==> src/rtl/hsc_pkg.sv <==
package hsc_pkg;

   localparam int INC_W   = 19;
   localparam int ROM_N   = 64;
   localparam int ROM_AW  = 6;

   typedef enum logic [2:0] {
      ST_IDLE,
      ST_QUOT,
      ST_SEARCH,
      ST_INCR,
      ST_FAULT
   } hsc_state_e;

   // filter coefficient of a prescale table entry
   function automatic logic [7:0] coeff_of(input int unsigned idx);
      int unsigned n;
      case (idx)
         0, 2, 6, 14: return 8'h00;
         1, 4, 12:    return 8'h02;
         3, 10:       return 8'h06;
         5:           return 8'h08;
         7:           return 8'h1E;
         8:           return 8'h0E;
         9:           return 8'h26;
         11:          return 8'h42;
         13:          return 8'h80;
         15:          return 8'hFE;
         default: begin
            if (idx <= 30) begin
               n = (idx - 15) / 2;
               return 8'(255 >> n) & 8'hFE;
            end else if (idx <= 48 || idx >= 63) begin
               return 8'hFE;
            end else begin
               n = (idx - 47) / 2;
               return 8'(255 >> n) & 8'hFE;
            end
         end
      endcase
   endfunction

   // weight sum of a prescale table entry
   function automatic int unsigned weight_of(input int unsigned idx);
      if (idx == 0) return 2;
      if (idx == 1 || idx == 2) return 4;
      if (idx == 7 || idx == 15 || idx == 31 || idx == 63) return 16;
      return 8;
   endfunction

   // first step position whose value reaches the weight
   function automatic logic [2:0] atten_of(input int unsigned w);
      int unsigned step;
      for (int i = 0; i < 8; i++) begin
         step = (i < 4) ? (1 << i) : (2 << (i - 4));
         if (step >= w) return 3'(i);
      end
      return 3'd7;
   endfunction

   function automatic logic [7:0] chroma_of(input logic [INC_W-1:0] inc);
      if (inc == INC_W'(1024)) return 8'h00;
      if (inc <  INC_W'(1536)) return 8'h01;
      if (inc <  INC_W'(1664)) return 8'h11;
      if (inc <  INC_W'(1792)) return 8'h22;
      return 8'h33;
   endfunction

endpackage

==> src/rtl/hsc_divider.sv <==
module hsc_divider #(
   parameter int W = 22
) (
   input  logic         clk,
   input  logic         rst_n,
   input  logic         go,
   input  logic [W-1:0] dividend,
   input  logic [W-1:0] divisor,
   output logic         fin,
   output logic [W-1:0] quotient
);

   localparam int CW = $clog2(W + 1);

   generate
      if (W < 2) begin : g_bad_width
         $error("hsc_divider: W must be at least 2");
      end
   endgenerate

   logic [W-1:0]  rem_q;
   logic [W-1:0]  dvs_q;
   logic [CW-1:0] cnt_q;
   logic [W:0]    trial;
   logic [W:0]    diff;

   assign trial = {rem_q, quotient[W-1]};
   assign diff  = trial - {1'b0, dvs_q};

   always_ff @(posedge clk or negedge rst_n) begin
      if (!rst_n) begin
         rem_q    <= '0;
         dvs_q    <= '0;
         cnt_q    <= '0;
         quotient <= '0;
         fin      <= 1'b0;
      end else begin
         fin <= 1'b0;
         if (go) begin
            quotient <= dividend;
            rem_q    <= '0;
            dvs_q    <= divisor;
            cnt_q    <= CW'(W);
         end else if (cnt_q != '0) begin
            if (!diff[W]) begin
               rem_q    <= diff[W-1:0];
               quotient <= {quotient[W-2:0], 1'b1};
            end else begin
               rem_q    <= trial[W-1:0];
               quotient <= {quotient[W-2:0], 1'b0};
            end
            cnt_q <= cnt_q - CW'(1);
            if (cnt_q == CW'(1)) fin <= 1'b1;
         end
      end
   end

endmodule

==> src/rtl/hsc_coef_rom.sv <==
module hsc_coef_rom #(
   parameter int PSC_W = 7
) (
   input  logic [PSC_W-1:0] psc,
   output logic [7:0]       coeff,
   output logic [2:0]       atten
);
   import hsc_pkg::*;

   logic [7:0]        coef_rom [ROM_N];
   logic [2:0]        att_rom  [ROM_N];
   logic [PSC_W-1:0]  psc_m1;
   logic [ROM_AW-1:0] idx;

   generate
      for (genvar g = 0; g < ROM_N; g++) begin : g_rom
         assign coef_rom[g] = coeff_of(g);
         assign att_rom[g]  = atten_of(weight_of(g));
      end
   endgenerate

   assign psc_m1 = psc - PSC_W'(1);
   assign idx    = (psc_m1 > PSC_W'(ROM_N - 1)) ? ROM_AW'(ROM_N - 1) : ROM_AW'(psc_m1);
   assign coeff  = coef_rom[idx];
   assign atten  = att_rom[idx];

endmodule

==> src/rtl/hsc_pack.sv <==
module hsc_pack #(
   parameter int PSC_W = 7
) (
   input  logic [PSC_W-1:0]          psc,
   input  logic [hsc_pkg::INC_W-1:0] inc,
   input  logic [7:0]                coeff,
   input  logic [2:0]                atten,
   input  logic                      mirror,
   output logic [31:0]               ctrl_nxt,
   output logic [31:0]               pre_nxt,
   output logic [31:0]               scl_nxt,
   output logic [31:0]               gain_nxt
);
   import hsc_pkg::*;

   logic       accum;
   logic       bypass;
   logic [2:0] att_eff;

   assign accum   = (psc == PSC_W'(1));
   assign bypass  = (inc == INC_W'(1024));
   assign att_eff = accum ? 3'd0 : atten;

   assign pre_nxt  = (32'(att_eff) << 27)
                   | (32'(psc - PSC_W'(1)) << 18)
                   | (32'(accum) << 17)
                   | (32'(coeff) << 8)
                   |  32'(coeff);
   assign scl_nxt  = {bypass, inc, 12'd0};
   assign gain_nxt = {chroma_of(inc), 24'd0};
   assign ctrl_nxt = 32'(mirror) << 29;

endmodule

==> src/rtl/hscale_param_calc.sv <==
module hscale_param_calc #(
   parameter int IN_W        = 11,
   parameter int PSC_MAX     = 64,
   parameter int CEIL_MIRROR = 384,
   parameter int CEIL_PLAIN  = 768
) (
   input  logic            clk,
   input  logic            rst_n,
   input  logic            start,
   input  logic [IN_W-1:0] in_width,
   input  logic [IN_W-1:0] out_width,
   input  logic            mirror,
   output logic            done,
   output logic            err,
   output logic [31:0]     ctrl_img,
   output logic [31:0]     prescale_img,
   output logic [31:0]     scale_img,
   output logic [31:0]     gain_img
);
   import hsc_pkg::*;

   localparam int DW       = 2 * IN_W;
   localparam int PSC_W    = $clog2(PSC_MAX) + 1;
   localparam int UNITY_SH = 10;

   generate
      if (PSC_MAX < 2 || PSC_MAX > ROM_N) begin : g_bad_psc
         $error("hscale_param_calc: PSC_MAX out of range");
      end
      if (IN_W < 4 || IN_W > 15) begin : g_bad_width
         $error("hscale_param_calc: IN_W out of range");
      end
      if (CEIL_MIRROR < 1 || CEIL_PLAIN < 1) begin : g_bad_ceil
         $error("hscale_param_calc: pixel ceilings must be positive");
      end
   endgenerate

   hsc_state_e      state;
   logic [IN_W-1:0] in_r;
   logic [IN_W-1:0] out_r;
   logic            mir_r;
   logic [IN_W-1:0] psc_r;

   logic [DW-1:0]   ceil_sel;
   logic [DW-1:0]   ceil_prod;
   logic            over_ceiling;
   logic [IN_W-1:0] psc_clamped;

   logic            div_go;
   logic [DW-1:0]   div_dividend;
   logic [DW-1:0]   div_divisor;
   logic            div_fin;
   logic [DW-1:0]   div_quot;

   logic            is_unity;
   logic [INC_W-1:0] inc_val;
   logic [7:0]      rom_coeff;
   logic [2:0]      rom_atten;
   logic [31:0]     ctrl_nxt, pre_nxt, scl_nxt, gain_nxt;

   // upward prescale search: compare against ceiling * p instead of dividing
   assign ceil_sel     = mir_r ? DW'(CEIL_MIRROR) : DW'(CEIL_PLAIN);
   assign ceil_prod    = ceil_sel * DW'(psc_r);
   assign over_ceiling = DW'(in_r) >= ceil_prod;
   assign psc_clamped  = (psc_r > IN_W'(PSC_MAX)) ? IN_W'(PSC_MAX) : psc_r;

   // one divider, two uses: in/out first, then 1024*in/(out*p)
   always_comb begin
      div_go       = 1'b0;
      div_dividend = DW'(in_width);
      div_divisor  = DW'(out_width);
      if (state == ST_IDLE) begin
         div_go = start && (out_width != '0);
      end else if (state == ST_SEARCH) begin
         div_go       = !over_ceiling;
         div_dividend = DW'(in_r) << UNITY_SH;
         div_divisor  = DW'(out_r) * DW'(psc_clamped);
      end
   end

   hsc_divider #(.W(DW)) u_div (
      .clk      (clk),
      .rst_n    (rst_n),
      .go       (div_go),
      .dividend (div_dividend),
      .divisor  (div_divisor),
      .fin      (div_fin),
      .quotient (div_quot)
   );

   assign is_unity = (in_r == out_r) && (psc_r == IN_W'(1));
   assign inc_val  = is_unity ? INC_W'(1024) : INC_W'(div_quot + DW'(psc_r));

   hsc_coef_rom #(.PSC_W(PSC_W)) u_rom (
      .psc   (PSC_W'(psc_r)),
      .coeff (rom_coeff),
      .atten (rom_atten)
   );

   hsc_pack #(.PSC_W(PSC_W)) u_pack (
      .psc      (PSC_W'(psc_r)),
      .inc      (inc_val),
      .coeff    (rom_coeff),
      .atten    (rom_atten),
      .mirror   (mir_r),
      .ctrl_nxt (ctrl_nxt),
      .pre_nxt  (pre_nxt),
      .scl_nxt  (scl_nxt),
      .gain_nxt (gain_nxt)
   );

   always_ff @(posedge clk or negedge rst_n) begin
      if (!rst_n) begin
         state        <= ST_IDLE;
         in_r         <= '0;
         out_r        <= '0;
         mir_r        <= 1'b0;
         psc_r        <= '0;
         done         <= 1'b0;
         err          <= 1'b0;
         ctrl_img     <= '0;
         prescale_img <= '0;
         scale_img    <= '0;
         gain_img     <= '0;
      end else begin
         done <= 1'b0;
         err  <= 1'b0;
         unique case (state)
            ST_IDLE: begin
               if (start) begin
                  in_r  <= in_width;
                  out_r <= out_width;
                  mir_r <= mirror;
                  state <= (out_width == '0) ? ST_FAULT : ST_QUOT;
               end
            end
            ST_QUOT: begin
               if (div_fin) begin
                  psc_r <= (in_r > out_r) ? div_quot[IN_W-1:0] : IN_W'(1);
                  state <= ST_SEARCH;
               end
            end
            ST_SEARCH: begin
               if (over_ceiling) begin
                  psc_r <= psc_r + IN_W'(1);
               end else begin
                  psc_r <= psc_clamped;
                  state <= ST_INCR;
               end
            end
            ST_INCR: begin
               if (div_fin) begin
                  ctrl_img     <= ctrl_nxt;
                  prescale_img <= pre_nxt;
                  scale_img    <= scl_nxt;
                  gain_img     <= gain_nxt;
                  done         <= 1'b1;
                  state        <= ST_IDLE;
               end
            end
            ST_FAULT: begin
               done  <= 1'b1;
               err   <= 1'b1;
               state <= ST_IDLE;
            end
            default: state <= ST_IDLE;
         endcase
      end
   end

endmodule

==> config.mk <==
export PLATFORM = sky130hd
export DESIGN_NAME = hscale_param_calc
export DESIGN_NICKNAME = d
export VERILOG_FILES = /design/src/rtl/hsc_pkg.sv /design/src/rtl/hsc_divider.sv /design/src/rtl/hsc_coef_rom.sv /design/src/rtl/hsc_pack.sv /design/src/rtl/hscale_param_calc.sv
export SDC_FILE = /design/constraint.sdc
export NUM_CORES = 1
export LEC_CHECK = 0
export CAP_MARGIN = 25
export CORE_MARGIN = 2
export CORE_UTILIZATION = 61
export CTS_CLUSTER_SIZE = 28
export DETAILED_ROUTE_END_ITERATION = 12
export DONT_BUFFER_PORTS = 1
export PLACE_DENSITY = 0.77
export RECOVER_POWER = 25
export SYNTH_ARGS = -nofsm -noshare
export SYNTH_HDL_FRONTEND = slang
export SYNTH_SLANG_ARGS = --single-unit
==> constraint.sdc <==
create_clock -name clk -period 8.8 [get_ports clk]
set_clock_uncertainty 0.05 [all_clocks]
set_input_delay 0.88 -clock clk [delete_from_list [all_inputs] [get_ports clk]]
set_output_delay 0.88 -clock clk [all_outputs]
set_load 0.03 [all_outputs]
==> summary.md <==
| Metric | Value |
|---|---|
| CP startpoint kind | flop |
| Die height | 160.7 um |
| Critical path arrival | 7520 ps |
| Compound-Gate Fraction of Synth Area | 15.51% |
| Setup violators final | 0 |
| First-pass iteration count of the detailed router | 9 |
| Crit-path max FO | 39 |
| Tmin final | 7261 ps |
| FMAX | 0.1377 GHz |
| Count of input and output buffers | 0 |
| DRC | 0 |
| EDFF count, synth | 0 |
| Total grt overflow | 0 |
| Simple-gate share of the synthesized area | 15.33% |
| Multiplexer share of the synthesized area | 2.925% |
| 1st-iter DRT viols | 1041 |
| Final GP Congestion | 0.9697 |
| Area grow syn2layout | 4.370% |
| Critical Path End Type | flop |
| CP required | 9060 ps |
| I/O pin total | 156 |
| Cts hold-fix bufs | 0 |
| Main combinational cell family by area after synthesis | adder cells |
| GRT Total Usage | 28.04% |
| Largest net degree at the start of global routing | 155 |
| H-tree depth | 4 |
| Hpwl dp | 26.59 mm |
| Initial core utilization | 61.93% |
| Post-synthesis xor/xnor area fraction | 3.919% |
| Grt peak-use layer | met2 |
| N_diodes | 0 |
| Share of layout cells above drive strength 1 | 5.226% |
| CTS tree | yes |
| Post-CTS setup buffers | 0 |
| Final count of hold timing violations | 0 |
| Vias in the first global route | 11643 |
| Syn Area/Cell | 8.918 um2 |
| Initial antenna violation count | 0 |
| Synth unique cells | 77 |
| Fin crit share | 82.51% |
| Core ar. | 24180 um2 |
| Largest cells by area after synthesis | dfrtp_1 26%, ha_1 14%, fa_1 12% |
| Post-CTS resize count | 0 |
| Clock buffer depth | 2 |
| Root Driver | clkbuf_16 |
| Worst-margin pin slew | 1059 ps |
| Outcome | completed |
| Met3 Use GR | 5.888% |
| Die footprint | 25810 um2 |
| Drt total wl | 34.89 mm |
| Ys flop type | dfrtp_1 |
| Synthesized area | 14970 um2 |
| Slew margin rel. | 29.40% |
| Clock-pin slew on the worst setup and hold paths | 80 ps |
| Setup TNS | 0 ps |
| Final ANT Viol Nets | 0 |
| Routed length per instance | 17.38 um |
| Register area share after synthesis | 25.74% |
| RSZ-0062 raised after global routing | no |
| Final Max Slew Viols | 0 |
| Synth top area share | 25.74% |
| Flops & latches, synth | 154 |
| Post-synthesis adder-cell area fraction | 26.22% |
| Row cnt | 57 |
| Crit Path Class | flop to flop |
| Met2 GRT Util | 48.00% |
| Final nets | 1955 |
| Warnings from Yosys | 0 |
| Maximum Capacitance Violations | 0 |
| Yosys top cell by area | dfrtp_1 |
| GRT met1 Usage | 35.29% |
| DR vias | 11772 |
| TritonCTS buffer count | 17 |
| Vias per std cell | 5.863 |
| Clock sink count | 154 |
| Worst min-delay path class | input pin to asynchronous set/reset pin |
| First-pass GRT wire length | 58.25 mm |
| Fraction of registers with async set/reset | 100.0% |
| Skew-Pair Late Insertion Delay | 450 ps |
| Mapped Cells | 1679 |
| Die W | 160.7 um |
synthesized netlist by cell type (8+ instances only):
cell type  number
xor2_1         24
nand3_1        41
nor2b_1        19
mux2i_1        28
ha_1          165
o21ai_0        73
o21bai_1        8
buf_4          87
and3_1         44
xnor2_1        43
nand4_1         9
dfrtp_1       154
o31ai_1        17
fa_1           93
nor3_1         18
inv_1         168
nand2_1       194
o21a_1         12
a21oi_1        93
nand2b_1        8
a21o_1         12
a22o_1         13
o21ai_1        30
a211oi_1       17
nor2_1         72
a31oi_1        13
o211ai_1        8
clkbuf_1       61
and2_1         24
mux2_2         14
critical path, cell delays in order (launching register included):
cell	delay (ps)
dfrtp_1	630
nor4_2	510
nand2_1	150
a21oi_2	170
buf_4	310
and2_1	410
nand2_1	140
fa_1	510
fa_1	520
inv_1	50
fa_1	460
fa_1	540
inv_1	50
fa_1	540
inv_1	50
ha_1	390
a21oi_1	180
nand3_1	110
a221oi_1	560
o21ai_0	230
a31oi_1	290
xor2_1	180
o21ai_1	70
path summary, 6_finish.rpt:
kind,start,to,slack (ps),depth (start not counted)
worst max-delay path,psc_r[5],u_div.dvs_q[18],1540,22
worst min-delay path,rst_n,prescale_img[22],70,0
worst max register to register,psc_r[5],u_div.dvs_q[18],1540,22
worst min register to register,u_div.dvs_q[17],u_div.dvs_q[17],470,2
max in group asynchronous,rst_n,out_r[10],8330,0
min in group clk,u_div.dvs_q[17],u_div.dvs_q[17],470,2
per-layer routing:
| layer | share of wire [%] | wire length (um) |
|---|---|---|
| met1 | 41 | 14150 |
| met2 | 49 | 17070 |
| met3 | 7.8 | 2731 |
| met4 | 2.7 | 942 |
| met5 | 0 | 0 |
flip-flops by register name (all words and copies together), names as in the netlist:
name            flops
ctrl_img            1
done                1
err                 1
gain_img            3
in_r               11
mir_r               1
out_r              11
prescale_img       19
psc_r              11
scale_img          20
state               3
u_div.cnt_q         5
u_div.dvs_q        22
u_div.fin           1
u_div.quotient     22
u_div.rem_q        22
layout make-up:
type | instances | area [um2]
Clock buffer | 17 | 425.4
Clock inverter | 15 | 178.9
Fill cell | 2014 | 8549
Tap cell | 324 | 405.4
Inverter | 168 | 630.6
Sequential cell | 154 | 3854
Multi-Input combinational cell | 1318 | 10030
Timing Repair Buffer | 12 | 102.6
stage by stage:
stage | cell area, um2 | setup slack (ps) | std cells | utilization [%] | hold WS (ps)
5_1_grt | 15630 | 981.7 | 2008 | 64.64 | 56.51
3_3_place_gp | 15000 | 1924 | 1974 | 62.02 | 446.4
3_5_place_dp | 15020 | 1691 | 1976 | 62.14 | 455.2
2_1_floorplan | 15410 | 2293 | 1795 | - | 382.3
6_report | 15630 | 1539 | 2008 | 64.64 | 71.59
4_1_cts | 15630 | 1632 | 2008 | 64.64 | 61.63
cell families (layout without fill, tap and decap cells):
logic type | Yosys count | count (layout)
simple gates | 475 | 475
compound gates | 358 | 358
buf+inv | 323 | 212
fa+ha+maj | 258 | 258
flops | 154 | 154
xor+xnor | 67 | 67
mux | 42 | 42
other cells | 2 | 118
cells in the final DEF (no fill, tap or decap), types with 42 or more instances in the layout:
master / netlist / layout
dfrtp_1: 154 / 154
conb_1: 2 / 118
o21ai_0: 73 / 73
inv_1: 168 / 168
ha_1: 165 / 165
xnor2_1: 43 / 42
fa_1: 93 / 93
nor2_1: 72 / 72
and3_1: 44 / 44
a21oi_1: 93 / 92
nand2_1: 194 / 193
Power is not shown: default switching activity piles up to over one toggle a cycle in this logic, so the estimate is an artifact.
